==> src/rtl/spi_bm_pkg.sv <==
package spi_bm_pkg;
  typedef enum logic [1:0] {
    ST_IDLE  = 2'd0,
    ST_FETCH = 2'd1,
    ST_RUN   = 2'd2,
    ST_PUSH  = 2'd3
  } ctl_state_t;
endpackage

==> src/rtl/spi_bm_tick.sv <==
module spi_bm_tick #(
  parameter int DIV_W = 4
) (
  input  logic             clk,
  input  logic             rst_n,
  input  logic             run,
  input  logic             restart,
  input  logic [DIV_W-1:0] half,
  output logic             tick
);
  logic [DIV_W-1:0] cnt;
  logic [DIV_W-1:0] lim;

  always_comb begin
    lim  = (half == '0) ? DIV_W'(1) : half;
    tick = run && (cnt == lim - DIV_W'(1));
  end

  always_ff @(posedge clk or negedge rst_n) begin
    if (!rst_n)              cnt <= '0;
    else if (restart || !run) cnt <= '0;
    else if (tick)           cnt <= '0;
    else                     cnt <= cnt + DIV_W'(1);
  end
endmodule

==> src/rtl/spi_bm_shift.sv <==
module spi_bm_shift #(
  parameter int DATA_W = 8
) (
  input  logic              clk,
  input  logic              rst_n,
  input  logic              start,
  input  logic [DATA_W-1:0] din,
  input  logic              tick,
  input  logic              miso,
  output logic              sck,
  output logic              mosi,
  output logic              active,
  output logic              byte_done,
  output logic [DATA_W-1:0] dout
);
  localparam int BIT_W = (DATA_W > 1) ? $clog2(DATA_W) : 1;
  localparam logic [BIT_W-1:0] LAST_BIT = BIT_W'(DATA_W - 1);

  logic [DATA_W-1:0] tx_sh;
  logic [DATA_W-1:0] rx_sh;
  logic [BIT_W-1:0]  bitc;

  assign mosi = tx_sh[DATA_W-1];
  assign dout = rx_sh;

  always_ff @(posedge clk or negedge rst_n) begin
    if (!rst_n) begin
      tx_sh     <= '1;
      rx_sh     <= '0;
      bitc      <= '0;
      sck       <= 1'b0;
      active    <= 1'b0;
      byte_done <= 1'b0;
    end else begin
      byte_done <= 1'b0;
      if (start) begin
        tx_sh  <= din;
        bitc   <= '0;
        sck    <= 1'b0;
        active <= 1'b1;
      end else if (active && tick) begin
        if (!sck) begin
          sck   <= 1'b1;
          rx_sh <= {rx_sh[DATA_W-2:0], miso};
        end else begin
          sck <= 1'b0;
          if (bitc == LAST_BIT) begin
            active    <= 1'b0;
            byte_done <= 1'b1;
          end else begin
            tx_sh <= {tx_sh[DATA_W-2:0], 1'b0};
            bitc  <= bitc + BIT_W'(1);
          end
        end
      end
    end
  end
endmodule

==> src/rtl/spi_bm_ctrl.sv <==
module spi_bm_ctrl
  import spi_bm_pkg::*;
#(
  parameter int DATA_W = 8,
  parameter int CNT_W  = 8
) (
  input  logic              clk,
  input  logic              rst_n,
  input  logic              cmd_start,
  input  logic              cmd_bulk,
  input  logic [CNT_W-1:0]  cmd_count,
  input  logic              cmd_release,
  input  logic              tx_valid,
  input  logic [DATA_W-1:0] tx_data,
  output logic              tx_ready,
  input  logic              rx_ready,
  output logic              rx_valid,
  output logic [DATA_W-1:0] rx_data,
  input  logic              byte_done,
  input  logic [DATA_W-1:0] byte_rx,
  output logic              byte_start,
  output logic [DATA_W-1:0] byte_tx,
  output logic              ss_n,
  output logic              busy,
  output logic              done
);
  localparam logic [DATA_W-1:0] FILL = '1;

  ctl_state_t       st;
  logic             bulk_q;
  logic [CNT_W-1:0] remain;

  always_comb begin
    tx_ready   = (st == ST_FETCH) && !bulk_q;
    byte_start = (st == ST_FETCH) && (bulk_q || tx_valid);
    byte_tx    = bulk_q ? FILL : tx_data;
    busy       = (st != ST_IDLE);
  end

  always_ff @(posedge clk or negedge rst_n) begin
    if (!rst_n) begin
      st       <= ST_IDLE;
      bulk_q   <= 1'b0;
      remain   <= '0;
      ss_n     <= 1'b1;
      done     <= 1'b0;
      rx_valid <= 1'b0;
      rx_data  <= '0;
    end else begin
      unique case (st)
        ST_IDLE: begin
          if (cmd_start && cmd_count != '0) begin
            st     <= ST_FETCH;
            remain <= cmd_count;
            bulk_q <= cmd_bulk;
            ss_n   <= 1'b0;
            done   <= 1'b0;
          end else if (cmd_release) begin
            ss_n <= 1'b1;
          end
        end
        ST_FETCH: if (byte_start) st <= ST_RUN;
        ST_RUN: begin
          if (byte_done) begin
            remain <= remain - CNT_W'(1);
            if (bulk_q) begin
              rx_data  <= byte_rx;
              rx_valid <= 1'b1;
              st       <= ST_PUSH;
            end else if (remain == CNT_W'(1)) begin
              st   <= ST_IDLE;
              done <= 1'b1;
            end else begin
              st <= ST_FETCH;
            end
          end
        end
        ST_PUSH: begin
          if (rx_ready) begin
            rx_valid <= 1'b0;
            if (remain == '0) begin
              st   <= ST_IDLE;
              done <= 1'b1;
            end else begin
              st <= ST_FETCH;
            end
          end
        end
        default: st <= ST_IDLE;
      endcase
    end
  end
endmodule

==> src/rtl/spi_bulk_master.sv <==
module spi_bulk_master #(
  parameter int DATA_W = 8,
  parameter int CNT_W  = 8,
  parameter int DIV_W  = 4
) (
  input  logic              clk,
  input  logic              rst_n,
  input  logic [DIV_W-1:0]  cfg_half,
  input  logic              cmd_start,
  input  logic              cmd_bulk,
  input  logic [CNT_W-1:0]  cmd_count,
  input  logic              cmd_release,
  output logic              busy,
  output logic              done,
  input  logic              tx_valid,
  output logic              tx_ready,
  input  logic [DATA_W-1:0] tx_data,
  output logic              rx_valid,
  input  logic              rx_ready,
  output logic [DATA_W-1:0] rx_data,
  output logic              sck,
  output logic              mosi,
  input  logic              miso,
  output logic              ss_n
);
  logic              byte_start;
  logic [DATA_W-1:0] byte_tx;
  logic              byte_done;
  logic [DATA_W-1:0] byte_rx;
  logic              sh_active;
  logic              tick;

  spi_bm_ctrl #(.DATA_W(DATA_W), .CNT_W(CNT_W)) u_ctrl (
    .clk(clk), .rst_n(rst_n),
    .cmd_start(cmd_start), .cmd_bulk(cmd_bulk), .cmd_count(cmd_count),
    .cmd_release(cmd_release),
    .tx_valid(tx_valid), .tx_data(tx_data), .tx_ready(tx_ready),
    .rx_ready(rx_ready), .rx_valid(rx_valid), .rx_data(rx_data),
    .byte_done(byte_done), .byte_rx(byte_rx),
    .byte_start(byte_start), .byte_tx(byte_tx),
    .ss_n(ss_n), .busy(busy), .done(done)
  );

  spi_bm_tick #(.DIV_W(DIV_W)) u_tick (
    .clk(clk), .rst_n(rst_n), .run(sh_active), .restart(byte_start),
    .half(cfg_half), .tick(tick)
  );

  spi_bm_shift #(.DATA_W(DATA_W)) u_shift (
    .clk(clk), .rst_n(rst_n), .start(byte_start), .din(byte_tx),
    .tick(tick), .miso(miso), .sck(sck), .mosi(mosi),
    .active(sh_active), .byte_done(byte_done), .dout(byte_rx)
  );
endmodule

==> config.mk <==
export PLATFORM = sky130hd
export DESIGN_NAME = spi_bulk_master
export DESIGN_NICKNAME = d
export VERILOG_FILES = /design/src/rtl/spi_bm_pkg.sv /design/src/rtl/spi_bm_tick.sv /design/src/rtl/spi_bm_shift.sv /design/src/rtl/spi_bm_ctrl.sv /design/src/rtl/spi_bulk_master.sv
export SDC_FILE = /design/constraint.sdc
export NUM_CORES = 1
export LEC_CHECK = 0
export ABC_AREA = 1
export BUFFER_PORTS_ARGS = -buffer_cell sky130_fd_sc_hd__buf_2
export CORE_MARGIN = 1
export CORE_UTILIZATION = 53
export DETAILED_ROUTE_END_ITERATION = 16
export PLACE_DENSITY = 0.8
export SYNTH_ARGS = -nofsm -noshare
export SYNTH_HDL_FRONTEND = slang
export SYNTH_HIERARCHICAL = 1
export SYNTH_SLANG_ARGS = --single-unit
==> constraint.sdc <==
create_clock -name clk -period 3 [get_ports clk]
set_input_delay 0.15 -clock clk [delete_from_list [all_inputs] [get_ports clk]]
set_output_delay 0.15 -clock clk [all_outputs]
set_load 0.01 [all_outputs]
==> flow_metrics.tcl <==
set metrics [dict create \
    status "finished clean" \
    hold_path_class "input pin to asynchronous set/reset pin" \
    p_per_area_nw_per_um2 734 \
    antenna_found_initial 0 \
    grt-busiest-layer "met2" \
    worst_slew_pin_slew_ns 1.03 \
    synth_cell_types 32 \
    fin_cells 467 \
    grt_max_degree 49 \
    cts_max_level 2 \
    pin_count 43 \
    yosysWarnings 6 \
    grt_pass1_wl_um 9110 \
    gr-usage-all-layers_pct 21.4 \
    cp_max_fo 11 \
    syn_avg_cell_area_um2 7.96 \
    min_period_over_period_pct 65.6 \
    crit_type "input pin to flip-flop" \
    cp_slowest_stage_delay_ns 0.30 \
    required_ns 3.20 \
    synth_area_um2 2820 \
    p_int_mw 1.45 \
    switching_share_pct 38.1 \
    syn_nets 388 \
    leakagePower_nw 1.69 \
    numPortBuffers 42 \
    arrival_ns 2.16 \
    cts-root-buf "clkbuf_8" \
    post_cts_buffers 0 \
    post-dp-hpwl_um 3890 \
    nets 430 \
    hold_buffers 0 \
    critPathSlowestCell "ha_1" \
    grt_pass1_vias 2097 \
    die_area_um2 5610 \
    drt_iter0_markers 77 \
    worstPathCellList "buf_2 -> nor2_2 -> nand2_2 -> nand2_2 -> inv_1 -> ha_1 -> nand2_1 -> nand2_1 -> nor2_1 -> nand3_2 -> nor3_1 -> nand2_2 -> clkinv_2 -> nand2_2 -> nand3_2 -> nand2_1" \
    seq_power_share_pct 40.0 \
    core_area_um2 5110 \
    crit_path_start_kind "input pin" \
    drc 0 \
    die_height_um 74.9 \
    clk_path_buf_depth 2 \
    final_common_cell "nand2_1" \
    vdd_drop_max_v 0.000409 \
    syn_inst 354 \
    ant_nets 0 \
    clkLatencyLatePin_ns 0.30 \
    maxSlewViolCount 0 \
    layout_setup_ws_ns 1.03 \
    setup_viol 0 \
    place.gp.congestion 0.837 \
    fin_worst_skew_ns 0.00328 \
    cts_resized 0 \
    mostFrequentLayoutCells "nand2_1 (114), buf_2 (42), dfrtp_1 (39)" \
    cts_inserted_buffers 5 \
    cp-end-kind "flip-flop" \
    vias 2292 \
    path_delay_family "simple AND/OR/NAND/NOR gates" \
    finalSetupTns_ns 0 \
    p_comb_share_pct 36.2 \
    hold_viol 0 \
    start_util_pct 55.2 \
    ys_seq_elements 48 \
    clock_sinks 48 \
    clkTransAtPathRegs_ns 0.09 \
    wl_per_cell_um 11.5 \
    rsz0062_at_grt "no" \
    seq_area_frac_synth_pct 43.0 \
    fmax_mhz 508 \
    met2_usage_pct 35.8 \
    dp_cells 459 \
    use_met3_pct 5.35 \
    avgViaCountPerCell 4.91 \
    tritoncts "done" \
    final.min_clock_period_ns 1.97 \
    die_x_um 74.9 \
    area_growth_pct 13.5 \
    grt-ovfl-total 0 \
    wl_um 5380 \
    cpMostUsedCell "nand2_2" \
    maxCapViolations 0 \
    p_switching_uw 894 \
    slew_headroom_pct 31.5 \
    rows 26 \
    grtUsageMet1_pct 27.2 \
    path_buf_inv 3 \
    first_pass_iters 4 \
    dp_slack_ns 0.707 \
    drive_gt1_share_pct 28.7 \
    diodes 0 \
    p_clk_share_pct 23.8 \
]
==> kinds of logic after synthesis <==
group                      share of synthesized area [%]
adders and majority gates                           2.66
muxes                                               4.26
AOI/OAI and AO/OA                                   4.97
DFF                                                 43.0
xor gates and xnor gates                           0.622
and+or+nand+nor                                     37.6
buffers and inverters                               6.88
==> power groups by stage <==
| stage | registers, mW | clock network [mW] | logic (mW) |
|---|---|---|---|
| finish | 0.940 | 0.559 | 0.849 |
| global route | 0.965 | 0.598 | 0.967 |
| CTS | 0.941 | 0.576 | 0.855 |
| detailed placement | 0.952 | 0 | 0.847 |
| global placement | 0.947 | 0 | 0.816 |
| floorplan | 0.928 | 0 | 0.702 |
==> final timing paths <==
| path | startpoint | endpoint | slack [ns] | cells past startpoint |
|---|---|---|---|---|
| worst min register to register | u_shift/tx_sh[0] | u_shift/tx_sh[0] | 0.48 | 2 |
| worst min-delay path | rst_n | u_ctrl/remain[2] | 0.02 | 1 |
| min in group clk | miso | u_shift/dout[0] | 0.09 | 3 |
| worst max-delay path | cfg_half[2] | u_shift/bitc[2] | 1.03 | 16 |
| worst max register to register | u_ctrl/bulk_q | u_shift/tx_sh[4] | 1.11 | 7 |
| max in group asynchronous | rst_n | u_shift/sck | 2.36 | 1 |
==> synth_stat cells (all sizes together) <==
library cell,count,area (um^2)
dfrtp,39,976
a211oi,1,7.51
or2,9,56.3
o21ai,14,70.1
dfstp,9,236
xor2,2,17.5
o21bai,2,26.3
nand2,126,508
a21oi,6,30.0
nor2,36,170
mux2,8,120
nor3,2,10.0
nand4,5,31.3
nand3b,1,7.51
buf,7,57.6
ha,6,75.1
clkbuf,1,3.75
clkinv,1,5.00
nand3,44,275
a31oi,1,6.26
inv,34,128
==> worst register-to-register path: cells and delay by family, from the launching register on <==
kind	cells	cell delay, ns
buf+inv	2	0.54
flops	1	0.52
simple gates	5	0.77
==> area by class of cell <==
type                    instances  area, um^2
fillers                       452        1910
inverters                      35         133
multi-input cells             263        1410
well taps                      70        87.6
flip-flops and latches         48        1210
repair buffers                 43         218
clock inverters                 3        68.8
clock buffers                   5        68.8
==> state kept, by name, indices dropped and copies added (netlist names) <==
name and count:
u_ctrl/rx_data 8, u_ctrl/remain 8, u_shift/active 1, u_ctrl/st 2
u_shift/sck 1, u_ctrl/bulk_q 1, u_shift/byte_done 1, u_ctrl/ss_n 1
u_tick/cnt 4, u_shift/tx_sh 8, u_shift/dout 8, u_ctrl/done 1
u_ctrl/rx_valid 1, u_shift/bitc 3
==> metrics by stage <==
| stage | hold WS [ns] | utilization (%) | instance area, um^2 | total power [mW] |
|---|---|---|---|---|
| floorplan | -0.146 | - | 2820 | 1.63 |
| global placement | 0.398 | 59.9 | 3060 | 1.76 |
| detailed placement | 0.399 | 59.9 | 3060 | 1.80 |
| CTS | 0.0593 | 62.6 | 3200 | 2.37 |
| global route | 0.0976 | 62.6 | 3200 | 2.53 |
| finish | 0.0180 | 62.6 | 3200 | 2.35 |
==> per-layer routing <==
| metal | vias to the layer above | routed length, um |
|---|---|---|
| li1 | 1208 | - |
| met3 | 8 | 226 |
| met4 | 0 | 84 |
| met5 | - | 0 |
| met1 | 1027 | 2480 |
| met2 | 49 | 2580 |
(Power assumes the default switching activity.)
